<file path="src/rtl/pcm_rx_pkg.sv">
package pcm_rx_pkg;

   typedef enum logic [1:0] {
      FMT_LEFT  = 2'd0,
      FMT_I2S   = 2'd1,
      FMT_RIGHT = 2'd2,
      FMT_DSP   = 2'd3
   } rx_fmt_e;

   localparam int MAX_WORD = 24;

   // Word length code to bit count; code 3 falls back to the widest word.
   function automatic int unsigned word_bits(input logic [1:0] code);
      case (code)
         2'd0:    return 16;
         2'd1:    return 20;
         default: return 24;
      endcase
   endfunction

endpackage

</file>
<file path="src/rtl/pcm_rx_sync.sv">
module pcm_rx_sync #(
   parameter int W      = 1,
   parameter int STAGES = 2
) (
   input  logic         clk,
   input  logic         rst_n,
   input  logic [W-1:0] async_i,
   output logic [W-1:0] sync_o,
   output logic [W-1:0] rise_o
);

   if (STAGES < 2) begin : g_bad_stages
      $error("pcm_rx_sync: STAGES must be at least 2");
   end
   if (W < 1) begin : g_bad_w
      $error("pcm_rx_sync: W must be positive");
   end

   // stg[0] is the newest sample, stg[STAGES] holds the previous settled value
   logic [STAGES:0][W-1:0] stg;

   always_ff @(posedge clk or negedge rst_n) begin
      if (!rst_n) begin
         stg <= '0;
      end else begin
         stg <= {stg[STAGES-1:0], async_i};
      end
   end

   assign sync_o = stg[STAGES-1];
   assign rise_o = stg[STAGES-1] & ~stg[STAGES];

endmodule

</file>
<file path="src/rtl/pcm_rx_framer.sv">
module pcm_rx_framer
   import pcm_rx_pkg::*;
#(
   parameter int CNT_W = 7
) (
   input  logic       clk,
   input  logic       rst_n,
   input  logic       bit_rise,
   input  logic       fr,
   input  logic [1:0] fmt,
   input  logic [1:0] wlen,
   output logic       emit_o,
   output logic       use_cur_o,
   output logic       right_o
);

   localparam logic [CNT_W-1:0] CNT_MAX = '1;

   if ((2 ** CNT_W) <= 2 * MAX_WORD + 1) begin : g_bad_cnt
      $error("pcm_rx_framer: CNT_W too small for a two-word DSP frame");
   end

   logic             primed, armed, fr_prev;
   logic [CNT_W-1:0] cnt, idx, wb, wb2;
   logic             lvl_edge, dsp_start, restart;
   rx_fmt_e          mode;

   assign mode      = rx_fmt_e'(fmt);
   assign wb        = CNT_W'(word_bits(wlen));
   assign wb2       = CNT_W'(2 * word_bits(wlen));
   assign lvl_edge  = primed && (fr != fr_prev);
   assign dsp_start = primed && fr && !fr_prev;
   assign restart   = (mode == FMT_DSP) ? dsp_start : lvl_edge;

   // position of the bit taken at this rise, counted from the frame boundary
   always_comb begin
      if (restart)              idx = '0;
      else if (cnt == CNT_MAX)  idx = CNT_MAX;
      else                      idx = cnt + 1'b1;
   end

   always_comb begin
      emit_o    = 1'b0;
      use_cur_o = 1'b1;
      right_o   = 1'b0;
      case (mode)
         FMT_LEFT: begin
            emit_o  = (idx == wb - 1'b1);
            right_o = !fr;
         end
         FMT_I2S: begin
            emit_o  = (idx == wb);
            right_o = fr;
         end
         FMT_RIGHT: begin
            emit_o    = lvl_edge && armed;
            use_cur_o = 1'b0;
            right_o   = !fr_prev;
         end
         default: begin
            emit_o  = (idx == wb) || (idx == wb2);
            right_o = (idx == wb2);
         end
      endcase
      emit_o = emit_o && bit_rise;
   end

   always_ff @(posedge clk or negedge rst_n) begin
      if (!rst_n) begin
         primed  <= 1'b0;
         armed   <= 1'b0;
         fr_prev <= 1'b0;
         cnt     <= CNT_MAX;
      end else if (bit_rise) begin
         primed  <= 1'b1;
         fr_prev <= fr;
         cnt     <= idx;
         if (lvl_edge) armed <= 1'b1;
      end
   end

   // nothing leaves before a frame boundary has been observed
   assert_quiet_before_edge_R8: assert property (@(posedge clk) disable iff (!rst_n)
      !armed |-> !emit_o);

   // a DSP right word is only taken a whole word after the left one
   assert_dsp_right_after_left_R5: assert property (@(posedge clk) disable iff (!rst_n)
      (emit_o && mode == FMT_DSP && right_o) |-> (cnt == wb2 - 1'b1));

endmodule

</file>
<file path="src/rtl/pcm_rx_lane.sv">
module pcm_rx_lane
   import pcm_rx_pkg::*;
#(
   parameter int SAMPLE_W = 24,
   parameter int CH_W     = 3,
   parameter int LANE_IDX = 0
) (
   input  logic                clk,
   input  logic                rst_n,
   input  logic                bit_rise,
   input  logic                din,
   input  logic                emit,
   input  logic                use_cur,
   input  logic                right,
   input  logic [1:0]          wlen,
   output logic [SAMPLE_W-1:0] sample_o,
   output logic                valid_o,
   output logic [CH_W-1:0]     chan_o
);

   if (SAMPLE_W < MAX_WORD) begin : g_bad_width
      $error("pcm_rx_lane: SAMPLE_W must hold the widest word");
   end

   logic [SAMPLE_W-1:0] shreg, full, aligned;

   always_ff @(posedge clk or negedge rst_n) begin
      if (!rst_n)        shreg <= '0;
      else if (bit_rise) shreg <= {shreg[SAMPLE_W-2:0], din};
   end

   // word ends either with the bit taken now or with the one before it
   assign full    = use_cur ? {shreg[SAMPLE_W-2:0], din} : shreg;
   assign aligned = full << (SAMPLE_W - int'(word_bits(wlen)));

   always_ff @(posedge clk or negedge rst_n) begin
      if (!rst_n) begin
         sample_o <= '0;
         valid_o  <= 1'b0;
         chan_o   <= '0;
      end else begin
         valid_o <= emit;
         if (emit) begin
            sample_o <= aligned;
            chan_o   <= CH_W'(2 * LANE_IDX + (right ? 1 : 0));
         end
      end
   end

endmodule

</file>
<file path="src/rtl/pcm_rx.sv">
module pcm_rx
   import pcm_rx_pkg::*;
#(
   parameter int LINES      = 3,
   parameter int SAMPLE_W   = 24,
   parameter int SYNC_STAGES = 2,
   parameter int CNT_W      = 7,
   localparam int CH_W      = (2 * LINES > 2) ? $clog2(2 * LINES) : 1
) (
   input  logic                      clk,
   input  logic                      rst_n,
   input  logic                      bclk_i,
   input  logic                      frame_i,
   input  logic [LINES-1:0]          sdata_i,
   input  logic [1:0]                fmt_i,
   input  logic [1:0]                wlen_i,
   output logic [LINES*SAMPLE_W-1:0] sample_o,
   output logic [LINES-1:0]          valid_o,
   output logic [LINES*CH_W-1:0]     chan_o
);

   localparam int PW = LINES + 2;

   if (LINES < 1) begin : g_bad_lines
      $error("pcm_rx: LINES must be at least 1");
   end

   logic [PW-1:0] pin_sync, pin_rise;
   logic          emit, use_cur, right;

   pcm_rx_sync #(.W(PW), .STAGES(SYNC_STAGES)) u_sync (
      .clk     (clk),
      .rst_n   (rst_n),
      .async_i ({sdata_i, frame_i, bclk_i}),
      .sync_o  (pin_sync),
      .rise_o  (pin_rise)
   );

   pcm_rx_framer #(.CNT_W(CNT_W)) u_framer (
      .clk       (clk),
      .rst_n     (rst_n),
      .bit_rise  (pin_rise[0]),
      .fr        (pin_sync[1]),
      .fmt       (fmt_i),
      .wlen      (wlen_i),
      .emit_o    (emit),
      .use_cur_o (use_cur),
      .right_o   (right)
   );

   for (genvar l = 0; l < LINES; l++) begin : g_lane
      pcm_rx_lane #(.SAMPLE_W(SAMPLE_W), .CH_W(CH_W), .LANE_IDX(l)) u_lane (
         .clk      (clk),
         .rst_n    (rst_n),
         .bit_rise (pin_rise[0]),
         .din      (pin_sync[2+l]),
         .emit     (emit),
         .use_cur  (use_cur),
         .right    (right),
         .wlen     (wlen_i),
         .sample_o (sample_o[l*SAMPLE_W +: SAMPLE_W]),
         .valid_o  (valid_o[l]),
         .chan_o   (chan_o[l*CH_W +: CH_W])
      );

      assert_pad16_R6: assert property (@(posedge clk) disable iff (!rst_n)
         (valid_o[l] && wlen_i == 2'd0) |-> (sample_o[l*SAMPLE_W +: 8] == '0));

      assert_pad20_R6: assert property (@(posedge clk) disable iff (!rst_n)
         (valid_o[l] && wlen_i == 2'd1) |-> (sample_o[l*SAMPLE_W +: 4] == '0));
   end

   assert_lines_together_R7: assert property (@(posedge clk) disable iff (!rst_n)
      (valid_o == '0) || (valid_o == '1));

   assert_single_cycle_strobe_R7: assert property (@(posedge clk) disable iff (!rst_n)
      (valid_o != '0) |=> (valid_o == '0));

endmodule

</file>
<file path="config.mk">
export PLATFORM = sky130hd
export DESIGN_NAME = pcm_rx
export DESIGN_NICKNAME = d
export VERILOG_FILES = /design/src/rtl/pcm_rx_pkg.sv /design/src/rtl/pcm_rx_sync.sv /design/src/rtl/pcm_rx_framer.sv /design/src/rtl/pcm_rx_lane.sv /design/src/rtl/pcm_rx.sv
export SDC_FILE = /design/constraint.sdc
export NUM_CORES = 1
export LEC_CHECK = 0
export ABC_AREA = 1
export BUFFER_PORTS_ARGS = -buffer_cell sky130_fd_sc_hd__buf_4
export CORE_UTILIZATION = 64
export DETAILED_ROUTE_END_ITERATION = 10
export GPL_TIMING_DRIVEN = 1
export PLACE_DENSITY_LB_ADDON = 0.3
export SLEW_MARGIN = 20
export SYNTH_ARGS = -nofsm -noshare
export SYNTH_HDL_FRONTEND = slang
export SYNTH_HIERARCHICAL = 1
export SYNTH_SLANG_ARGS = --single-unit
</file>
<file path="constraint.sdc">
create_clock -name clk -period 7.3 [get_ports clk]
set_clock_uncertainty 0.2 [all_clocks]
set_input_delay 0.365 -clock clk [delete_from_list [all_inputs] [get_ports clk]]
set_output_delay 0.365 -clock clk [all_outputs]
set_load 0.02 [all_outputs]
</file>
==> metrics, run 1 <==
Worst Hold Margin=0.1490 ns; Nets=1324; Syn-to-layout area delta=14.48%; num rows=43; synth warn=6; critical path class=reg2reg; WP data arrival=4.64 ns; Max stage delay cell, worst path=nor2_4; mapped cell area=0.009126 mm2; Crit path top cell by count=nand2_1; Power per Cell Area=310.7 mW/mm2; CTS tree=done; element type at the critical path start=flop; leakage power total=5.373 nW; H-tree Lvls=4; DRT Pass-1 Iters=6; first-pass GRT wire length=35820 um; Placed Cells=1467; share of layout cells above drive strength 1=13.58%; via count=8436; Post-CTS Resized=0; antenna cells=0; Ports=95; final setup fails=0; Die H=121.4 um; status=completed; period utilisation layout=61.46%; total track usage=30.82%; Worst Path Max Fanout=43; Pwr Total=0.003246 W; crit-path leading delay family=simple AND/OR/NAND/NOR gates; Slew Viols, Final=0; initial DRC count=923; Synth Instances=1257; HPWL Detailed=14200 um; Data required, critical path=7.46 ns; Final ANT Viol Nets=0; largest net degree at the start of global routing=97; Layout Cells excl Fill=1505; max_slew headroom=33.91%; hold crit path type=reg2reg; Final Hold Fails=0; CP Cell Sequence=ha_1, nand2_2, nor2_4, nand2_4, nand3_1, nand2_1, a21oi_1, nand3b_1, nand3_2, nand2_1, nor2_4, buf_4, inv_1, nor3_1, a21boi_0, nand2_1; slowest stage delay, CP=0.77 ns; total clock sinks=173; Overflow after GRT=0; vias in the first global route=7631; Via density=5.605; Clock Latency Late Sink=0.42 ns; crit end category=flop; Starting Density=65.75%; synthesized area per cell=7.260 um2; DRC viols=0; Worst Path Buf+Inv=2; Clk Tree Root Cell=clkbuf_16; antenna violations before repair=0; RSZ-0062 raised after global routing=false; clk buf depth=2; FMAX=0.2229 GHz; die area=0.01474 mm2; Post-CTS Setup Bufs=0; cts bufs inserted=17; Die W=121.4 um; drt wl/cell=14.33 um; Fill cells=1071; Setup TNS Final=0 ns; routed wire length=21560 um; total core area=0.01388 mm2; Worst-path clk slew=0.06 ns; Buffers on Ports=90; Worst VDD drop=0.0001604 V; min Tclk post-route=4.486 ns; Worst-Margin Slew=0.9891 ns; GP Congestion=0.9306; max-cap violation count=0
## routing by layer
metal	global-route usage, %	wire (um)	up-vias
met5	0	0	-
met4	13.58	593	0
met3	5.122	1390	65
met2	47.62	10250	388
met1	42.83	9324	3932
li1	-	-	4051
## what timing repair did
item / 4_1_cts / 5_1_grt
hold endpoints to repair: 93 / 0
endpoints found under the setup margin: 0 / 0
hold buffers: 6 / 0
## worst register-to-register path, cell delays in order (launching register included)
cell,delay [ns]
dfstp_2,0.57
ha_1,0.23
nand2_2,0.08
nor2_4,0.12
nand2_4,0.09
nand3_1,0.09
nand2_1,0.12
a21oi_1,0.17
nand3b_1,0.13
nand3_2,0.07
nand2_1,0.09
nor2_4,0.77
buf_4,0.51
inv_1,0.43
nor3_1,0.46
a21boi_0,0.18
nand2_1,0.11
## registers in the layout (all words and copies together) (netlist names)
register,cells
g_lane.u_lane/sample_o,72
g_lane.u_lane/shreg,72
u_framer/cnt,7
u_sync/stg,6
g_lane.u_lane/chan_o,5
u_sync/sync_o,5
g_lane.u_lane/valid_o,3
u_framer/armed,1
u_framer/fr_prev,1
u_framer/primed,1
## layout by cell type (no fill, tap or decap), types with 10 or more instances in the layout
cell type    n
inv_2       10
dfrtp_1    166
nand2_1    508
inv_1       93
clkbuf_16   17
o21ai_0     97
nor2_1      96
buf_4       94
nand3_1    127
nand2_2     10
nand4_1     14
a21oi_1     14
## area by class of cell
class                   count  area, um2  area share, %
inverters                 103      386.6          3.701
clock inverters            10      209.0          2.000
multi-input cells         916       4038          38.65
well taps                 180      225.2          2.156
clock buffers              22      474.2          4.539
repair buffers            101      777.0          7.437
flip-flops and latches    173       4338          41.52
## per-stage QoR
| stage | area [um2] | utilization (%) | worst slack, ns |
|---|---|---|---|
| floorplan | 9130 | - | 4.483 |
| global placement | 9704 | 69.91 | 3.069 |
| detailed placement | 9704 | 69.91 | 2.933 |
| CTS | 10450 | 75.27 | 2.850 |
| global route | 10450 | 75.27 | 2.388 |
| finish | 10450 | 75.27 | 2.814 |
## path summary, 6_finish.rpt
check,start,to,slack [ns],depth (start not counted)
max in group asynchronous,rst_n,g_lane[0].u_lane/shreg[10],5.00,3
max,u_framer/cnt[0],g_lane[1].u_lane/sample_o[10],2.81,16
min in group asynchronous,rst_n,g_lane[2].u_lane/shreg[0],0.41,2
min reg2reg,u_sync/stg[3],u_sync/sync_o[3],0.15,0
max reg2reg,u_framer/cnt[0],g_lane[1].u_lane/sample_o[10],2.81,16
min,u_sync/stg[3],u_sync/sync_o[3],0.15,0
## where the power goes
group / internal, W / switching [W] / total, W
Combinational: 0.000333 / 0.000556 / 0.000889
Sequential: 0.00117 / 0.000154 / 0.00133
Clock: 0.000669 / 0.000362 / 0.00103
Total: 0.00217 / 0.00107 / 0.00325
Power figures use the tool's default switching activity.
==> inputs of run 2 (changes only) <==
--- a/config.mk
+++ b/config.mk
@@ -7,7 +7,7 @@
 export LEC_CHECK = 0
 export ABC_AREA = 1
 export BUFFER_PORTS_ARGS = -buffer_cell sky130_fd_sc_hd__buf_4
-export CORE_UTILIZATION = 64
+export CORE_UTILIZATION = 54
 export DETAILED_ROUTE_END_ITERATION = 10
 export GPL_TIMING_DRIVEN = 1
 export PLACE_DENSITY_LB_ADDON = 0.3
==> constraint.sdc (replaced) <==
create_clock -name clk -period 4 [get_ports clk]
set_clock_uncertainty 0.2 [all_clocks]
set_input_delay 0.2 -clock clk [delete_from_list [all_inputs] [get_ports clk]]
set_output_delay 0.2 -clock clk [all_outputs]
set_load 0.02 [all_outputs]
==> metrics, run 2 (synthesis gave the netlist of run 1 again) <==
DRC viols=0 (unchanged); sw frac=33.74% (+0.70 points); Clk Tree Root Cell=clkbuf_16; Met3 Routed Length=1386 um (-0.29%); drt wl/cell=13.69 um (-4.4%); Combinational Power Share=27.6% (+0.2 points); CP Capture Point=g_lane[1].u_lane/sample_o[10]; element type at the critical path start=flop; num rows=47 (+9.3%); largest net degree at the start of global routing=98 (+1.0%); Largest regs=g_lane.u_lane/sample_o (72), g_lane.u_lane/shreg (72), u_framer/cnt (7); WP data arrival=3.68 ns (-0.96 ns); most frequent cells in the layout=508 x nand2_1, 166 x dfrtp_1, 127 x nand3_1; period utilisation layout=87.81% (+26 points); Worst VDD drop=0.0003832 V (+140%); R2R Path End=g_lane[1].u_lane/sample_o[10]; Power per Cell Area=556.5 mW/mm2 (+79%); antenna violations before repair=0 (unchanged); vias in the first global route=7502 (-1.7%); Final Hold Fails=0 (unchanged); hold crit path type=in2reg; CP Cell Sequence=ha_1, nand2_2, nor2_4, nand2_4, nand2_2, nand2_1, nand2_1, nand2_1, inv_1, nand3_2, nand3_2, nand2_1, nor2_4, inv_1, nor3_1, a21boi_0, nand2_1; total core area=0.01652 mm2 (+19%); Max stage delay cell, worst path=dfstp_2; Syn-to-layout area delta=15.27%; leakage power total=5.385 nW (+0.22%); M1 wire length=9868 um (+5.8%); Sequential Power Share=41.3% (+0.5 points); first-pass GRT wire length=35490 um (-0.92%); DRT Pass-1 Iters=6 (unchanged); Slew Viols, Final=0 (unchanged); crit end category=flop; cts bufs inserted=17 (unchanged); antenna cells=0 (unchanged); power share of the clock group=31.2% (-0.6 points); Internal Pwr Total=0.003879 W (+78%); die area=0.01742 mm2 (+18%); max-cap violation count=0 (unchanged); Detail Route met2 WL=9633 um (-6.0%); status=completed; critical register-to-register path startpoint=u_framer/cnt[0]; slowest stage delay, CP=0.58 ns (-0.19 ns); clk buf depth=2 (unchanged); H-tree Lvls=4 (unchanged); HPWL Detailed=14090 um (-0.81%); share of layout cells above drive strength 1=13.98% (+0.40 points); Setup TNS Final=0 ns (unchanged); total track usage=25.14% (-5.7 points); CTS tree=done; Data required, critical path=4.17 ns (-3.29 ns); Buffers on Ports=90 (unchanged); Worst-path clk slew=0.07 ns (about the same); Nets=1329 (+0.38%); commonest non-fill, non-tap cell in the layout=nand2_1; FMAX=0.2847 GHz (+28%); hold path depth=5 (+5); Worst Path Max Fanout=21 (-51%); Reg2Reg Depth=17 (+1); via count=8227 (-2.5%); Clock Latency Late Sink=0.43 ns (about the same); Util after Layout=63.66% (-12 points); Final ANT Viol Nets=0 (unchanged); initial DRC count=817 (-11%); RSZ-0062 raised after global routing=false; final setup fails=0 (unchanged); Overflow after GRT=0 (unchanged); crit path from=u_framer/cnt[0]; total clock sinks=173 (unchanged); critical path class=reg2reg; min Tclk post-route=3.512 ns (-0.9740 ns); max_slew headroom=40.05% (+6.1 points); Starting Density=55.23% (-11 points); Via density=5.308 (-5.3%); GP Congestion=0.8731 (-6.2%); Worst-Margin Slew=0.8992 ns (-0.08986 ns); Die H=132 um (+8.7%); routed wire length=21220 um (-1.6%); switching power of the nets=0.001975 W (+84%); Die W=132 um (+8.7%); Top Metal Used=met4; Crit path top cell by count=nand2_1; Pwr Total=0.005854 W (+80%); worst reg2reg setup slack=0.49 ns (-2.33 ns); Ports=95 (unchanged)
==> run 2: changes by cell type in the layout (fill, tap and decap cells not counted) <==
cell,before,now
buf_4,94,98
clkbuf_8,3,1
inv_6,0,2
buf_12,0,1
bufinv_16,6,5
clkbuf_1,2,1
clkinv_4,1,2
clkinvlp_4,2,3
==> run 2: final cells by class <==
cell class / count / area (um2)
timing repair buffer: 106 / 827.0
inverter: 103 / 386.6
clock buffer: 19 / 442.9
tap: 220 / 275.3
multi-input combinational: 916 / 4038
fill: 1410 / 6005
sequential: 173 / 4338
clock inverter: 13 / 212.7
==> run 2: power groups by stage <==
| stage | Clock (W) | Combinational [W] | Sequential, W |
|---|---|---|---|
| finish | 0.00182 | 0.00161 | 0.00242 |
| global route | 0.00192 | 0.00179 | 0.00246 |
| CTS | 0.00185 | 0.00162 | 0.00241 |
| detailed placement | 0 | 0.00160 | 0.00244 |
| global placement | 0 | 0.00157 | 0.00243 |
| floorplan | 0 | 0.000767 | 0.00265 |
==> run 2: worst max-delay path: cells and delay by family (launching register included) <==
kind	cells	cell delay, ns
simple gates	13	1.79
buf+inv	2	0.49
compound gates	1	0.15
flops	1	0.58
fa+ha+maj	1	0.23
==> run 2: per-stage QoR <==
stage | cell area, um2 | worst slack (ns) | std cells | hold slack, ns
2_1_floorplan | 9130 | 1.183 | 1258 | -0.2956
3_3_place_gp | 9804 | 0.5795 | 1512 | 0.1096
3_5_place_dp | 9804 | 0.5311 | 1512 | 0.1106
4_1_cts | 10520 | 0.4993 | 1550 | 0.04410
5_1_grt | 10520 | 0.1737 | 1550 | 0.08571
6_report | 10520 | 0.4878 | 1550 | 0.05916
==> run 2: per-layer routing <==
metal	vias to the layer above	GRT usage, %
met2	327	38.65
li1	4065	-
met5	-	0
met4	0	8.850
met3	32	3.922
met1	3803	36.28
==> run 2: what timing repair did <==
action / in CTS / in global routing
hold endpoints to repair: 94 / 0
setup buffers: 0 / 0
hold buffers: 6 / 0
resized for setup: 0 / 0
==> run 2: how the worst min path moves through the flow <==
stage	endpoint	startpoint	slack [ns]
3_3_place_gp	u_sync/stg[0]	bclk_i	0.11
5_1_grt	g_lane[0].u_lane/sample_o[8]	wlen_i[1]	0.09
3_5_place_dp	u_sync/stg[0]	bclk_i	0.11
4_1_cts	g_lane[0].u_lane/sample_o[8]	wlen_i[1]	0.04
2_1_floorplan	g_lane[0].u_lane/chan_o[0]	rst_n	-0.30
6_report	g_lane[0].u_lane/sample_o[8]	wlen_i[1]	0.06
